==> config.mk <==
export PLATFORM = sky130hd
export DESIGN_NAME = nvm_pe_ctrl
export DESIGN_NICKNAME = d
export VERILOG_FILES = /design/src/rtl/nvm_pe_pkg.sv /design/src/rtl/nvm_erase_timer.sv /design/src/rtl/nvm_ctl_fsm.sv /design/src/rtl/nvm_cell_array.sv /design/src/rtl/nvm_pe_ctrl.sv
export SDC_FILE = /design/constraint.sdc
export NUM_CORES = 2
export LEC_CHECK = 0
export BUFFER_PORTS_ARGS = -buffer_cell sky130_fd_sc_hd__buf_2
export CAP_MARGIN = 0
export CORE_UTILIZATION = 55
export CTS_CLUSTER_DIAMETER = 200
export DETAILED_ROUTE_END_ITERATION = 8
export HOLD_SLACK_MARGIN = 0.03
export PLACE_DENSITY = 0.7
export SYNTH_ARGS = -nofsm -noshare
export SYNTH_HDL_FRONTEND = slang
export SYNTH_SLANG_ARGS = --single-unit
==> constraint.sdc <==
create_clock -name clk -period 2.5 [get_ports clk]
set_input_delay 0.25 -clock clk [delete_from_list [all_inputs] [get_ports clk]]
set_output_delay 0.25 -clock clk [all_outputs]
set_load 0.01 [all_outputs]
==> src/rtl/nvm_pe_pkg.sv <==
package nvm_pe_pkg;

    typedef enum logic [2:0] {
        ST_IDLE,
        ST_MODE_SEL,
        ST_ARMED,
        ST_PROGRAM,
        ST_ERASING,
        ST_ERASE_DONE
    } nvm_state_e;

    localparam int unsigned CB_HV    = 3;
    localparam int unsigned CB_MASS  = 2;
    localparam int unsigned CB_ERASE = 1;
    localparam int unsigned CB_PGM   = 0;

    typedef struct packed {
        logic mass;
        logic erase;
        logic pgm;
    } nvm_mode_t;

    function automatic logic mode_usable(input nvm_mode_t m);
        return m.pgm ^ m.erase;
    endfunction

endpackage

==> src/rtl/nvm_erase_timer.sv <==
module nvm_erase_timer #(
    parameter int unsigned CYCLES = 20
) (
    input  logic clk,
    input  logic rst_n,
    input  logic run,
    output logic done
);
    localparam int unsigned CW = $clog2(CYCLES + 1);
    localparam logic [CW-1:0] LAST = CW'(CYCLES - 1);

    logic [CW-1:0] cnt_q;

    always_ff @(posedge clk or negedge rst_n) begin
        if (!rst_n) begin
            cnt_q <= '0;
        end else if (run) begin
            cnt_q <= cnt_q + 1'b1;
        end else begin
            cnt_q <= '0;
        end
    end

    assign done = run && (cnt_q == LAST);

    AST_TMR_IN_RANGE: assert property (@(posedge clk) disable iff (!rst_n)
        run |-> (cnt_q <= LAST));

endmodule

==> src/rtl/nvm_ctl_fsm.sv <==
module nvm_ctl_fsm
    import nvm_pe_pkg::*;
#(
    parameter int unsigned AW        = 8,
    parameter int unsigned ROW_BYTES = 32
) (
    input  logic          clk,
    input  logic          rst_n,
    input  logic          ctl_we,
    input  logic [7:0]    ctl_wdata,
    input  logic          arr_we,
    input  logic [AW-1:0] arr_addr,
    input  logic          tmr_done,
    output logic [7:0]    ctl_rdata,
    output logic          tmr_run,
    output logic          busy,
    output logic          prog_we,
    output logic          page_erase,
    output logic          mass_erase,
    output logic [AW-1:0] target_addr
);
    localparam int unsigned ROW_LSB = $clog2(ROW_BYTES);

    nvm_state_e    state_q, state_d;
    nvm_mode_t     mode_q, mode_d;
    logic [AW-1:0] tgt_q, tgt_d;

    logic      hv_req;
    nvm_mode_t wr_mode;
    logic      hv_on;
    logic      hv_drop;
    logic      row_hit;
    logic      erase_go;

    assign hv_req  = ctl_wdata[CB_HV];
    assign wr_mode = nvm_mode_t'(ctl_wdata[CB_MASS:CB_PGM]);

    // State register
    always_ff @(posedge clk or negedge rst_n) begin
        if (!rst_n) begin
            state_q <= ST_IDLE;
            mode_q  <= '0;
            tgt_q   <= '0;
        end else begin
            state_q <= state_d;
            mode_q  <= mode_d;
            tgt_q   <= tgt_d;
        end
    end

    // Next-state logic
    always_comb begin
        state_d = state_q;
        mode_d  = mode_q;
        tgt_d   = tgt_q;
        unique case (state_q)
            ST_IDLE, ST_MODE_SEL, ST_ARMED: begin
                if (ctl_we) begin
                    if (hv_req && (state_q == ST_ARMED)) begin
                        state_d = mode_q.pgm ? ST_PROGRAM : ST_ERASING;
                    end else begin
                        mode_d  = wr_mode;
                        state_d = mode_usable(wr_mode) ? ST_MODE_SEL : ST_IDLE;
                    end
                end else if (arr_we && (state_q != ST_IDLE)) begin
                    tgt_d   = arr_addr;
                    state_d = ST_ARMED;
                end
            end
            ST_PROGRAM, ST_ERASE_DONE: begin
                if (ctl_we && !hv_req) begin
                    state_d = ST_MODE_SEL;
                end
            end
            ST_ERASING: begin
                if (ctl_we && !hv_req) begin
                    state_d = ST_MODE_SEL;
                end else if (tmr_done) begin
                    state_d = ST_ERASE_DONE;
                end
            end
            default: begin
                state_d = ST_IDLE;
            end
        endcase
    end

    // Outputs
    always_comb begin
        hv_on       = (state_q == ST_PROGRAM) || (state_q == ST_ERASING) ||
                      (state_q == ST_ERASE_DONE);
        ctl_rdata   = {4'b0000, hv_on, mode_q.mass, mode_q.erase, mode_q.pgm};
        busy        = (state_q == ST_ERASING);
        tmr_run     = busy;
        hv_drop     = ctl_we && !hv_req;
        row_hit     = (arr_addr[AW-1:ROW_LSB] == tgt_q[AW-1:ROW_LSB]);
        prog_we     = (state_q == ST_PROGRAM) && arr_we && !ctl_we && row_hit;
        erase_go    = busy && tmr_done && !hv_drop;
        page_erase  = erase_go && !mode_q.mass;
        mass_erase  = erase_go && mode_q.mass;
        target_addr = tgt_q;
    end

    AST_HV_NEEDS_ONE_MODE: assert property (@(posedge clk) disable iff (!rst_n)
        hv_on |-> mode_usable(mode_q));

    AST_HV_ONLY_FROM_ARMED: assert property (@(posedge clk) disable iff (!rst_n)
        $rose(hv_on) |-> ($past(state_q) == ST_ARMED));

    AST_MODE_FROZEN_UNDER_HV: assert property (@(posedge clk) disable iff (!rst_n)
        (hv_on && ctl_we) |=> $stable(mode_q));

    AST_HV_ZERO_WRITE_CLEARS: assert property (@(posedge clk) disable iff (!rst_n)
        (hv_on && ctl_we && !ctl_wdata[CB_HV]) |=> (state_q == ST_MODE_SEL));

    AST_NO_PROG_WHILE_BUSY: assert property (@(posedge clk) disable iff (!rst_n)
        prog_we |-> !busy);

endmodule

==> src/rtl/nvm_cell_array.sv <==
module nvm_cell_array #(
    parameter int unsigned BYTES      = 256,
    parameter int unsigned PAGE_BYTES = 64,
    parameter int unsigned AW         = 8
) (
    input  logic          clk,
    input  logic          rst_n,
    input  logic          prog_we,
    input  logic          page_erase,
    input  logic          mass_erase,
    input  logic [AW-1:0] addr,
    input  logic [7:0]    wdata,
    input  logic [AW-1:0] erase_base,
    input  logic          rd_hold,
    output logic [7:0]    rdata
);
    localparam int unsigned PG_LSB = $clog2(PAGE_BYTES);

    logic [7:0] cells [BYTES];
    logic [7:0] rdata_q;

    always_ff @(posedge clk or negedge rst_n) begin
        if (!rst_n) begin
            for (int i = 0; i < BYTES; i++) begin
                cells[i] <= 8'hFF;
            end
            rdata_q <= 8'hFF;
        end else begin
            if (mass_erase) begin
                for (int i = 0; i < BYTES; i++) begin
                    cells[i] <= 8'hFF;
                end
            end else if (page_erase) begin
                for (int i = 0; i < BYTES; i++) begin
                    if ((AW'(i) >> PG_LSB) == (erase_base >> PG_LSB)) begin
                        cells[i] <= 8'hFF;
                    end
                end
            end else if (prog_we) begin
                cells[addr] <= cells[addr] & wdata;
            end
            if (!rd_hold) begin
                rdata_q <= cells[addr];
            end
        end
    end

    assign rdata = rdata_q;

    AST_ONE_ARRAY_OP: assert property (@(posedge clk) disable iff (!rst_n)
        $onehot0({prog_we, page_erase, mass_erase}));

endmodule

==> src/rtl/nvm_pe_ctrl.sv <==
module nvm_pe_ctrl #(
    parameter int unsigned ARRAY_BYTES  = 256,
    parameter int unsigned PAGE_BYTES   = 64,
    parameter int unsigned ROW_BYTES    = 32,
    parameter int unsigned ERASE_CYCLES = 20,
    localparam int unsigned AW          = $clog2(ARRAY_BYTES)
) (
    input  logic          clk,
    input  logic          rst_n,
    input  logic          ctl_we,
    input  logic          arr_we,
    input  logic [AW-1:0] bus_addr,
    input  logic [7:0]    bus_wdata,
    output logic [7:0]    ctl_rdata,
    output logic [7:0]    arr_rdata,
    output logic          busy
);
    logic          tmr_run;
    logic          tmr_done;
    logic          prog_we;
    logic          page_erase;
    logic          mass_erase;
    logic [AW-1:0] target_addr;

    nvm_ctl_fsm #(
        .AW        (AW),
        .ROW_BYTES (ROW_BYTES)
    ) u_fsm (
        .clk         (clk),
        .rst_n       (rst_n),
        .ctl_we      (ctl_we),
        .ctl_wdata   (bus_wdata),
        .arr_we      (arr_we),
        .arr_addr    (bus_addr),
        .tmr_done    (tmr_done),
        .ctl_rdata   (ctl_rdata),
        .tmr_run     (tmr_run),
        .busy        (busy),
        .prog_we     (prog_we),
        .page_erase  (page_erase),
        .mass_erase  (mass_erase),
        .target_addr (target_addr)
    );

    nvm_erase_timer #(
        .CYCLES (ERASE_CYCLES)
    ) u_timer (
        .clk   (clk),
        .rst_n (rst_n),
        .run   (tmr_run),
        .done  (tmr_done)
    );

    nvm_cell_array #(
        .BYTES      (ARRAY_BYTES),
        .PAGE_BYTES (PAGE_BYTES),
        .AW         (AW)
    ) u_array (
        .clk        (clk),
        .rst_n      (rst_n),
        .prog_we    (prog_we),
        .page_erase (page_erase),
        .mass_erase (mass_erase),
        .addr       (bus_addr),
        .wdata      (bus_wdata),
        .erase_base (target_addr),
        .rd_hold    (busy),
        .rdata      (arr_rdata)
    );

    AST_RDATA_HELD_BUSY: assert property (@(posedge clk) disable iff (!rst_n)
        (busy && $past(busy)) |-> $stable(arr_rdata));

    AST_BUSY_IN_ERASE_HV: assert property (@(posedge clk) disable iff (!rst_n)
        busy |-> (ctl_rdata[1] && ctl_rdata[3] && !ctl_rdata[0]));

endmodule

==> Yosys cells after proc, flatten, opt, wreduce, memory -nomap -nowiden <==
Cells that the tools add are included.
{ "op_classes": {"n_addsub": 1, "n_lt_le_gt_ge": 2, "eq_ne": 17, "mux": 23, "n_bitwise": 5, "reduce_logical": 31} }
{ "op_table": {"columns": ["cell", "count"], "rows": [
  ["2048-bit two-way mux", 3],
  ["2048-bit bitwise mux", 1],
  ["8-bit binary-select mux with 8-bit select", 1],
  ["8-bit demux with 8-bit select", 1],
  ["8-bit two-way mux", 7],
  ["3-bit two-way mux", 7],
  ["1-bit logical AND", 12],
  ["3-bit by 1-bit != test with 1-bit output, second input constant", 4],
  ["9-bit greater-or-equal comparator, second input constant", 1],
  ["9-bit by 1-bit < comparator with 1-bit output, second input constant", 1],
  ["8-bit NOT with 9-bit output", 1],
  ["3-bit one-hot mux with 3 select lines", 1],
  ["3-bit AND reduction", 3],
  ["8-bit bitwise AND", 1],
  ["8-bit logical NOT", 1],
  ["2-bit AND reduction", 4],
  ["3-bit by 2-bit == test with 1-bit output, second input constant", 2],
  ["3-bit == test, second input constant", 2],
  ["3-bit nonzero test", 2],
  ["5-bit by 1-bit adder with 5-bit output, second input constant", 1],
  ["5-bit == test, second input constant", 1],
  ["5-bit two-way mux", 1],
  ["2-bit == test, first input constant", 2],
  ["1-bit logical NOT", 4],
  ["13 further kinds", 15]
]} }
{ "totals": {"regBits": 2075, "output_inout_bits": 17, "elab_cells": 342} }

==> Longest topological paths before layout <==
{ "logic_depth": {"word_depth": 9, "ltp_mapped": 16} }

==> Hierarchy <==
Synthesis repeated with hierarchy kept, for this count alone.
{ "unflattened": {"hier_cells": 9398, "hier_area_um2": 97113.1} }
{ "by_module_without_submodules": {"columns": ["module", "n_inst", "cells_per_inst", "area_each_um2", "seq_area_each_um2"], "rows": [
  ["nvm_cell_array", 1, 9304, 96050.9, 54021.8],
  ["nvm_ctl_fsm", 1, 74, 838.3, 350.3],
  ["nvm_erase_timer", 1, 20, 224.0, 125.1]
]} }

==> Worst setup path after synthesis <==
OpenSTA, ideal clock, no wires.
{ "synth_path": {"path_type": "input to register", "start": "input port bus_addr[1]", "end": "register u_array.cells[1156] (netlist bit)", "arrival_time_ns": 2.552, "slack_ns": -0.153, "cell_stages": 13, "path_buffers": 7, "path_cell_list": "buf_4 buf_6 buf_6 buf_6 buf_2 mux4_2 a221oi_1 nand4_1 o2bb2ai_1 nand3b_1 buf_4 buf_2 a21oi_1"} }
{ "synth_via": {"elab_chain_cells": 9, "word_cells_on_any_way": 14} }
{ "synth_lines": {"columns": ["element", "line_no", "source"], "rows": [
  ["start, declared", "nvm_pe_ctrl.sv:12", "input logic [AW-1:0] bus_addr,"],
  ["8-bit NOT with 9-bit output (implied by the code) (*)", "nvm_cell_array.sv:40", "cells[addr] <= cells[addr] & wdata;"],
  ["8-bit binary-select mux with 8-bit select (tied with other cells)", "nvm_cell_array.sv:40", null],
  ["8-bit two-way mux (implied by the code) / 1-bit logical AND (equally long branches)", "nvm_cell_array.sv:40", null],
  ["8-bit two-way mux (implied by the code)", "nvm_cell_array.sv:40", null],
  ["8-bit bitwise AND / 8-bit demux with 8-bit select (equally long branches)", "nvm_cell_array.sv:40", null],
  ["2048-bit bitwise mux (*)", "nvm_cell_array.sv:40", null],
  ["2048-bit two-way mux (*)", "nvm_cell_array.sv:39", "end else if (prog_we) begin"],
  ["2048-bit two-way mux (*)", "nvm_cell_array.sv:33", "end else if (page_erase) begin"],
  ["2048-bit two-way mux (*)", "nvm_cell_array.sv:29", "if (mass_erase) begin"],
  ["end signal, assigned by index", "nvm_cell_array.sv:40", null],
  ["end, declared", "nvm_cell_array.sv:19", "logic [7:0] cells [BYTES];"]
]} }
Mark *: on every way between the ends. The rest lies on a longest branch, timed or not. The select of a mux whose other input is x is not followed.
A chain may end at the register's enable or synchronous reset.

==> Worst setup path after layout <==
{ "layout_path": {"start": "register u_array.cells[111] (netlist bit)", "end": "register u_array.cells[719] (netlist bit)"} }
{ "layout_via": {"elab_chain_cells": 8} }
{ "layout_lines": {"columns": ["element", "line_no"], "rows": [
  ["8-bit binary-select mux with 8-bit select", "nvm_cell_array.sv:40"],
  ["8-bit two-way mux (implied by the code) (2 in a row)", "nvm_cell_array.sv:40"],
  ["8-bit bitwise AND", "nvm_cell_array.sv:40"],
  ["2048-bit bitwise mux", "nvm_cell_array.sv:40"],
  ["2048-bit two-way mux", "nvm_cell_array.sv:39"],
  ["2048-bit two-way mux", "nvm_cell_array.sv:33"],
  ["2048-bit two-way mux", "nvm_cell_array.sv:29"]
]} }
No other way between the ends. The select of a mux whose other input is x is not followed.

==> results.sh <==
export IMPL_cts_max_level=4
export IMPL_fin_tns_setup_ps=-952040
export IMPL_p_total_uw=83500
export IMPL_clkSinkCount=2070
export IMPL_crit_chain="mux2i_1 -> a22o_1 -> a2111oi_4 -> buf_4 -> a31oi_2 -> nand4_1 -> a21boi_4 -> nand3_4 -> buf_12 -> clkbuf_16 -> clkbuf_16 -> a21oi_2"
export IMPL_layout_common_cells="dfstp_2 (2056), nor2_1 (1940), a21oi_1 (1750)"
export IMPL_min_period_ps=3260
export IMPL_endpoint_kind="register"
export IMPL_rsz0062_at_grt="true"
export IMPL_ys_types=76
export IMPL_dp_hpwl_um=241000
export IMPL_syn_inst=9479
export IMPL_ios=37
export IMPL_tightest_slew_ps=837
export IMPL_timing_fmax_mhz=306
export IMPL_setup_ws_ps=-765
export IMPL_synth_cell_area_um2=98800
export IMPL_cts_buffer_depth=3
export IMPL_drive_above_1_share_pct=46.4
export IMPL_critPathBufInv=4
export IMPL_worstSetupPathType="reg2reg"
export IMPL_finalHoldViolCount=0
export IMPL_clockRootBuffer="clkbuf_16"
export IMPL_slew_headroom_pct=44.2
export IMPL_vias=87400
export IMPL_syn_to_final_growth_pct=27.8
export IMPL_ff2ff_setup_slack_ps=-760
export IMPL_grt_pass1_wl_um=533000
export IMPL_fin_util_pct=70.8
export IMPL_r2r_start="u_array.cells[111]$_DFFE_PN1P_"
export IMPL_peakVddDrop_mv=0.633
export IMPL_synthFlopType="dfstp_2"
export IMPL_drc=0
export IMPL_grt_pass1_vias=86200
export IMPL_fin_nets=10700
export IMPL_setup_viol=2057
export IMPL_fin_crit_sh_pct=131
export IMPL_die_w_um=426
export IMPL_die_area_um2=181000
export IMPL_whs_endpoint="u_array.cells[1358]$_DFFE_PN1P_"
export IMPL_synth_avg_cell_area_um2=10.4
export IMPL_avgViaCountPerCell=6.62
export IMPL_coreArea_um2=178000
export IMPL_holdPathStages=4
export IMPL_critPathMaxStageDelay_ps=530
export IMPL_r2r_end="u_array.cells[719]$_DFFE_PN1P_"
export IMPL_overflow=0
export IMPL_stdcell_count=13200
export IMPL_io_buffer_count=32
export IMPL_path_common_cell="clkbuf_16"
export IMPL_outcome="finished with violations"
export IMPL_antenna_found_initial=8
export IMPL_synth_edf_count=0
export IMPL_critPathArrivalTime_ps=4070
export IMPL_yosysSeqAreaShare_pct=55.0
export IMPL_violations="negative setup slack"
export IMPL_numCtsBuffers=215
export IMPL_drtIter0Drc=10900
export IMPL_tritoncts="built"
export IMPL_mostFrequentLayoutCell="dfstp_2"
export IMPL_required_ps=3310
export IMPL_wl_um=366000
export IMPL_hp_start="bus_wdata[6]"
export IMPL_die_height_um=426
export IMPL_p_per_area_nw_per_um2=661
export IMPL_path_max_fanout=6
export IMPL_hold_path_class="in2reg"
export IMPL_num_fill_cells=12200
export IMPL_wl_per_cell_um=27.7
export IMPL_grt_usage_pct=38.6
export IMPL_start_util_pct=55.4
export IMPL_drv_cap=0
export IMPL_ys_async_sr_fraction_pct=100
export IMPL_p_leak_uw=0.0496
export IMPL_grt_max_degree=96
export IMPL_first_pass_iters=9
export IMPL_rows=155
export IMPL_clk_insertion_delay_late_ps=890
export IMPL_dpl_cell_count=12700
export IMPL_finClkSkew_ps=36.5
export IMPL_critPathSlowestCell="dfstp_2"
export IMPL_ant_nets=0
export IMPL_cp_top_family="compound AO/OA/AOI/OAI gates"
export IMPL_place_congestion=0.996
export IMPL_crit_path_start_kind="register"
export IMPL_ys_ff_latch=2070
export IMPL_reg2reg_depth=12
export IMPL_path_clk_slew_ps=60
export IMPL_final_max_slew_violation_count=0
export IMPL_yosysWarnings=0
-- Yosys cell counts (5+ instances only) --
master     instances  area (um^2)
a221oi_1          19          166
mux2_2            28          315
mux4_2           175         3940
a211oi_1          12         90.1
buf_6             39          439
a22oi_1          178         1340
nor2_1          1963         7370
o2bb2ai_1          5         43.8
nand2_1          181          679
nor2_2            59          369
a21oi_4            5         81.3
nor3_2            65          651
nand3_1          181          906
o22ai_1          359         2250
a2111oi_0          7         61.3
nor2b_1           19          119
a31oi_1           89          557
mux2i_1          672         6730
dfrtp_1           14          350
clkbuf_1         201          754
nor3_1           149          746
nor4_2            28          350
buf_1             32          120
a21oi_2           56          490
nor2_4            25          282
xnor2_1            5         43.8
o21ai_0           47          235
buf_4            131          983
a2bb2oi_1        136         1190
a21oi_1         2069        10400
dfstp_2         2056        54000
and3_1             7         43.8
nand4bb_1          5         56.3
o21ai_1           24          120
nand2b_1          26          163
buf_2            273         1370
nand2_2            6         37.5
a22o_1             8         70.1
nand4_1           40          250
nor4_1            24          150
-- worst max-delay path by stage --
stage,cells after the start,start,end,slack [ps]
floorplan,15,bus_addr[1],u_array.cells[1287]$_DFFE_PN1P_,-80
global placement,11,bus_addr[0],u_array.cells[1671]$_DFFE_PN1P_,-1600
detailed placement,11,bus_addr[0],u_array.cells[1687]$_DFFE_PN1P_,-1610
CTS,11,u_array.cells[647]$_DFFE_PN1P_,u_array.cells[1983]$_DFFE_PN1P_,-600
global route,12,u_array.cells[111]$_DFFE_PN1P_,u_array.cells[591]$_DFFE_PN1P_,-750
finish,12,u_array.cells[111]$_DFFE_PN1P_,u_array.cells[719]$_DFFE_PN1P_,-760
-- registers in the layout, indices dropped and copies added, names as in the netlist --
signal and cells:
u_timer.cnt_q 5, u_fsm.target_addr 3, u_array.rdata 8, u_array.cells 2048
u_fsm.ctl_rdata 3, u_fsm.state_q 3
-- tightest hold or removal path: cells and delay by family --
family / cells / cell delay (ps)
compound gates: 1 / 80
buf+inv: 2 / 400
simple gates: 1 / 210
-- cells by family (layout without fill, tap and decap cells) --
logic type,count (synthesis),in the layout,share of synthesized area (%)
compound gates,3031,3031,17.4
simple gates,2814,2814,12.6
flops,2070,2070,55.0
mux,875,875,11.1
buf+inv,678,2050,3.71
xor+xnor,8,8,0.0709
fa+ha+maj,2,2,0.0228
other cells,1,6,0.00379
-- per-stage QoR --
stage               cell area (um^2)  hold slack, ps  setup WS (ps)
finish                        126000            79.4           -765
global route                  126000            59.6           -749
CTS                           123000            31.4           -604
detailed placement            115000             323          -1610
global placement              115000             317          -1600
floorplan                      99900           -45.6          -78.3
-- per-layer routing --
metal | global-route usage [%] | vias to the layer above | routed length, um
li1 | - | 36500 | -
met1 | 50.4 | 44100 | 137000
met4 | 23.7 | 6 | 27200
met2 | 58.4 | 5476 | 164000
met3 | 8.95 | 1352 | 37900
met5 | 0 | - | 31
-- power by group --
part           leakage, uW  switching, uW  total [uW]  internal [uW]
logic               0.0244           7310       12300           5010
clock network      0.00364          14100       33500          19400
registers           0.0215           1060       37600          36600
-- final cells by class --
class | count | area, um^2 | share of cell area, %
clock inverter | 83 | 1090 | 0.866
clock buffer | 303 | 6270 | 4.97
multi-input combinational | 6734 | 43800 | 34.7
sequential | 2070 | 54400 | 43.1
tap | 2355 | 2950 | 2.33
inverter | 2 | 7.51 | 0.00594
timing repair buffer | 1662 | 17800 | 14.1
antenna | 2 | 5.00 | 0.00396
-- repair_timing --
action,4_1_cts,5_1_grt
endpoints found under the setup margin,2057,2057
pin swaps,45,69
gates cloned,19,40
hold buffers,13,0
setup buffers,15,19
resized for setup,108,444
endpoints found under the hold margin,115,0
(Power assumes the default switching activity.)
